===== src/rtl/supv_pkg.sv =====
package supv_pkg;
  typedef enum logic [1:0] {
    PH_FAILED  = 2'b00,
    PH_HOLD    = 2'b01,
    PH_RECOVER = 2'b10,
    PH_NORMAL  = 2'b11
  } supv_phase_e;

  localparam int unsigned N_CTRL = 3;
endpackage


===== src/rtl/supv_timer.sv =====
// Counts cycles since the supply returned; clears at once on any failure.
module supv_timer #(
  parameter int unsigned CNT_W   = 8,
  parameter int unsigned MAX_CNT = 100
) (
  input  logic             clk,
  input  logic             rst_n,
  input  logic             supply_ok,
  output logic             ok_q,
  output logic [CNT_W-1:0] cnt_q
);
  localparam logic [CNT_W-1:0] SAT = CNT_W'(MAX_CNT);

  logic             ok_d;
  logic [CNT_W-1:0] cnt_d;
  logic             cnt_en;

  always_comb begin
    ok_d   = supply_ok;
    cnt_en = 1'b1;
    cnt_d  = cnt_q;
    if (!supply_ok || !ok_q) begin
      cnt_d = '0;
    end else if (cnt_q != SAT) begin
      cnt_d = cnt_q + 1'b1;
    end else begin
      cnt_en = 1'b0;
    end
  end

  always_ff @(posedge clk or negedge rst_n) begin
    if (!rst_n) begin
      ok_q  <= 1'b0;
      cnt_q <= '0;
    end else begin
      ok_q <= ok_d;
      if (cnt_en) begin
        cnt_q <= cnt_d;
      end
    end
  end
endmodule


===== src/rtl/supv_phase.sv =====
// Decodes the two release windows and the phase from the timer state.
module supv_phase
  import supv_pkg::*;
#(
  parameter int unsigned CNT_W        = 8,
  parameter int unsigned RST_HOLD_CYC = 12,
  parameter int unsigned REC_CYC      = 20
) (
  input  logic             supply_ok,
  input  logic             ok_q,
  input  logic [CNT_W-1:0] cnt_q,
  output logic             rst_req,
  output logic             wprot,
  output supv_phase_e      phase
);
  localparam logic [CNT_W-1:0] RST_LIM = CNT_W'(RST_HOLD_CYC);
  localparam logic [CNT_W-1:0] REC_LIM = CNT_W'(REC_CYC);

  logic rec_act;

  always_comb begin
    rst_req = !ok_q || (cnt_q < RST_LIM);
    rec_act = !ok_q || (cnt_q < REC_LIM);
    wprot   = rec_act || !supply_ok;
    if (!ok_q) begin
      phase = PH_FAILED;
    end else if (rst_req) begin
      phase = PH_HOLD;
    end else if (rec_act) begin
      phase = PH_RECOVER;
    end else begin
      phase = PH_NORMAL;
    end
  end
endmodule


===== src/rtl/supv_gate.sv =====
// Forces each active-low control inactive while blocked.
module supv_gate #(
  parameter int unsigned N = 3
) (
  input  logic [N-1:0] in_n,
  input  logic         block,
  output logic [N-1:0] out_n
);
  for (genvar i = 0; i < N; i++) begin : g_line
    assign out_n[i] = in_n[i] | block;
  end
endmodule


===== src/rtl/supply_supervisor.sv =====
module supply_supervisor
  import supv_pkg::*;
#(
  parameter int unsigned RST_HOLD_CYC = 6554,
  parameter int unsigned REC_CYC      = 4096
) (
  input  logic       clk,
  input  logic       rst_n,
  input  logic       supply_ok,
  input  logic       mem_ce_n_i,
  input  logic       mem_we_n_i,
  input  logic       mem_oe_n_i,
  output logic       mem_ce_n_o,
  output logic       mem_we_n_o,
  output logic       mem_oe_n_o,
  output logic       rst_pull_low,
  output logic       wr_protect,
  output logic [1:0] phase
);
  localparam int unsigned MAX_CNT = (RST_HOLD_CYC > REC_CYC) ? RST_HOLD_CYC : REC_CYC;
  localparam int unsigned CNT_W   = $clog2(MAX_CNT + 1) + 1;

  logic              ok_q;
  logic [CNT_W-1:0]  cnt_q;
  logic              wprot;
  supv_phase_e       ph;
  logic [N_CTRL-1:0] ctrl_in;
  logic [N_CTRL-1:0] ctrl_out;

  supv_timer #(.CNT_W(CNT_W), .MAX_CNT(MAX_CNT)) timer_i (
    .clk(clk), .rst_n(rst_n), .supply_ok(supply_ok),
    .ok_q(ok_q), .cnt_q(cnt_q)
  );

  supv_phase #(.CNT_W(CNT_W), .RST_HOLD_CYC(RST_HOLD_CYC), .REC_CYC(REC_CYC)) phase_i (
    .supply_ok(supply_ok), .ok_q(ok_q), .cnt_q(cnt_q),
    .rst_req(rst_pull_low), .wprot(wprot), .phase(ph)
  );

  assign ctrl_in = {mem_oe_n_i, mem_we_n_i, mem_ce_n_i};

  supv_gate #(.N(N_CTRL)) gate_i (
    .in_n(ctrl_in), .block(wprot), .out_n(ctrl_out)
  );

  assign mem_ce_n_o = ctrl_out[0];
  assign mem_we_n_o = ctrl_out[1];
  assign mem_oe_n_o = ctrl_out[2];
  assign wr_protect = wprot;
  assign phase      = ph;
endmodule


===== config.mk =====
export PLATFORM = sky130hd
export DESIGN_NAME = supply_supervisor
export DESIGN_NICKNAME = d
export VERILOG_FILES = /design/src/rtl/supv_pkg.sv /design/src/rtl/supv_timer.sv /design/src/rtl/supv_phase.sv /design/src/rtl/supv_gate.sv /design/src/rtl/supply_supervisor.sv
export SDC_FILE = /design/constraint.sdc
export NUM_CORES = 1
export LEC_CHECK = 0
export BUFFER_PORTS_ARGS = -buffer_cell sky130_fd_sc_hd__buf_2
export CAP_MARGIN = 20
export CORE_UTILIZATION = 55
export DETAILED_ROUTE_END_ITERATION = 12
export GPL_TIMING_DRIVEN = 0
export PLACE_DENSITY_LB_ADDON = 0.12
export SYNTH_ARGS = -nofsm -noshare
export SYNTH_HDL_FRONTEND = slang
export SYNTH_HIERARCHICAL = 1
export SYNTH_SLANG_ARGS = --single-unit

===== constraint.sdc =====
create_clock -name clk -period 3.4 [get_ports clk]
set_clock_uncertainty 0.15 [all_clocks]
set_input_delay 1.02 -clock clk [delete_from_list [all_inputs] [get_ports clk]]
set_output_delay 1.02 -clock clk [all_outputs]
set_load 0.005 [all_outputs]

==> key figures <==
Floorplanning
  – Die height: 42.73 um
  – Core Area: 0.001524 mm^2
  – Initial Utilization: 59.85%
  – Die width: 42.73 um
  – Site Rows: 14
  – I/O pin total: 13
  – Die area: 0.001825 mm^2

STA
  – Worst slew pin tran: 0.3375 ns
  – Final Hold Viols: 0
  – Pins Over Slew Limit: 0
  – RSZ-0062 raised after global routing: false
  – Fmax achieved: 359.8 MHz
  – Final period utilization: 81.74%
  – # setup viols final: 0
  – Setup TNS: 0 ns
  – Worst slew margin: 77.33%
  – Fin crit period: 2.779 ns
  – Hold Worst Slack: 0.4622 ns

Clock tree
  – Root buffer cell: clkbuf_4
  – Post-CTS setup buffer count: 0
  – Clk buf depth: 2
  – CTS tree: built
  – Clk sinks: 15
  – Post-cts gate resize count: 0
  – Worst skew pair latency: 0.28 ns
  – Hold Buf Count CTS: 0
  – Inserted Clock Buffers: 3
  – H-tree depth: 1
  – Clock-pin slew on the worst setup and hold paths: 0.09 ns

Synthesis
  – Sequential area share after synthesis: 41.15%
  – Mapped cell area: 912.1 um^2
  – Largest family of logic cells by synthesized area: simple AND/OR/NAND/NOR gates
  – Fraction of synthesized area in multiplexers: 4.390%
  – Post-synthesis compound-gate area fraction: 15.09%
  – Distinct cells, synth: 34
  – Asr flop ratio synth: 100.0%
  – Post-synth top cells: dfrtp_1, nand2_1, a21oi_1
  – Post-synthesis xor/xnor area fraction: 1.920%
  – Post-synth EDFFs: 0
  – Seq cells post-synth: 15
  – Cell with the most instances after synthesis: dfrtp_1
  – Synth area leader: dfrtp_1
  – Post-synthesis simple-gate area fraction: 30.04%
  – Syn Inst Count: 94
  – Adder-Cell Fraction of Synth Area: 4.115%
  – Most used DFF post-synth: dfrtp_1
  – Syn Nets: 103
  – Share of the synthesized area in the top cell type: 41.15%
  – Synth Warn #: 6
  – Mapped Avg Cell Area: 9.703 um^2
  – Most area-consuming cells after synthesis: dfrtp_1, nand2_1, mux2i_1

Drt
  – Post-Route M1 WL: 928 um
  – WL met2: 829 um
  – 1st-pass router iterations: 4
  – DR WL/cell: 14.71 um
  – Via count: 748
  – Detail Route Antenna Nets: 0
  – Routed WL: 1.854 mm
  – Via density: 5.937
  – Iteration-0 DRC Markers: 16
  – Residual DRC: 0
  – Top routing layer in use: met4
  – Metal3 WL: 63 um

Power
  – Static Leakage: 0.4088 nW
  – Pwr dens: 295.0 mW/mm^2
  – Total Power: 0.3008 mW
  – Max VDD drop: 0.2613 mV

Setup path
  – Critical Path AT: 1.61 ns
  – CP Launch Type: input port
  – Slowest cell delay on critical path: 0.24 ns
  – Crit-path leading delay family: simple AND/OR/NAND/NOR gates
  – Crit path launch: supply_ok
  – Worst endpoint required time: 2.23 ns
  – Crit path buf inv count: 2
  – Critical path type: input port to output port
  – Most frequent CP cell: buf_2
  – CP cell instances: buf_2 > o211ai_1 > or2_1 > buf_2
  – Slowest-stage cell, CP: or2_1
  – Worst-path fanout max: 4
  – Worst R2R Start: timer_i/cnt_q[0]
  – Worst setup EP type: output port

Cells and area
  – Antenna cells: 0
  – Nets: 120
  – Final Cell Area: 0.001020 mm^2
  – P&R area growth vs syn: 11.80%
  – Fillers: 135
  – Share of layout cells above drive strength 1: 22.73%

Place
  – Placed inst area: 992.2 um^2
  – Final Wtd Congestion: 0.7679
  – Buffers on Ports: 12
  – Post-DP HPWL: 1.281 mm

Global route
  – Total track usage: 22.49%
  – Vias in the first global route: 653
  – Initial antenna violation count: 0
  – Grt ovf: 0
  – Largest net degree at the start of global routing: 16
  – First-pass GRT wire length: 3.042 mm

Outcome
  – Status: complete, no violations

Min path
  – Tightest Hold Check Type: flip-flop to flip-flop
  – Hold_sp: timer_i/cnt_q[13]

Flow run
  – Max-Cap Viols: 0
[cell families (layout without fill, tap and decap cells)]
| logic type | count (synthesis) | count (layout) |
|---|---|---|
| AO/OA/AOI/OAI | 21 | 21 |
| XOR/XNOR | 2 | 2 |
| adder cells (fa/ha/maj) | 3 | 3 |
| buffers and inverters | 6 | 22 |
| flip-flops | 15 | 15 |
| multiplexers | 4 | 4 |
| AND/OR/NAND/NOR | 43 | 43 |
[worst paths after layout]
kind	to	slack, ns	cells past startpoint
max in group asynchronous	timer_i/cnt_q[8]	2.37	1
max reg2reg	timer_i/cnt_q[1]	1.47	5
min	timer_i/cnt_q[13]	0.46	2
min in group asynchronous	timer_i/cnt_q[4]	0.47	1
min reg2reg	timer_i/cnt_q[13]	0.46	2
max	mem_we_n_o	0.62	4
[worst reg2reg max path: stages (launching register included)]
cell and delay [ns]:
dfrtp_1 0.44, inv_1 0.10, ha_1 0.13, or3b_2 0.47, nor4_4 0.34, mux2i_1 0.22
[cell usage in the layout (no fill, tap or decap), drive strengths merged, types with 4 or more instances in the layout]
master  synthesis  layout
dfrtp          15      15
buf             1      13
nand2          11      11
a21oi           7       7
nand4           5       5
inv             4       4
nand2b          4       4
mux2i           4       4
clkbuf          1       4
or3             4       4
or4             4       4
[flip-flops by register name, indices dropped and copies added, names as in the netlist]
signal         cells
timer_i/cnt_q     14
timer_i/ok_q       1
[routing by layer]
metal	GRT usage (%)	vias up
met2	31.82	15
met3	5.532	4
met1	32.69	347
met4	9.375	0
met5	0	-
li1	-	382
[final cells by class]
cell class / instances / area, um^2 / area share, %
clock inverter: 1 / 5.005 / 0.4908
inverter: 4 / 15.01 / 1.472
buffer: 2 / 15.01 / 1.472
sequential: 15 / 375.4 / 36.81
multi-input combinational: 73 / 506.7 / 49.69
timing repair buffer: 12 / 60.06 / 5.890
clock buffer: 3 / 22.52 / 2.209
tap: 16 / 20.02 / 1.963
[per-stage QoR]
stage,setup WS [ns],std cells,util (%)
2_1_floorplan,0.8382,94,-
3_3_place_gp,0.6339,122,65.11
3_5_place_dp,0.6193,122,65.11
4_1_cts,0.6158,126,66.91
5_1_grt,0.5599,126,66.91
6_report,0.6208,126,66.91
[power by group]
group          switching [mW]  internal (mW)
logic                  0.0109        0.00653
clock network          0.0570         0.0437
registers             0.00277          0.180
Power figures use the tool's default switching activity.
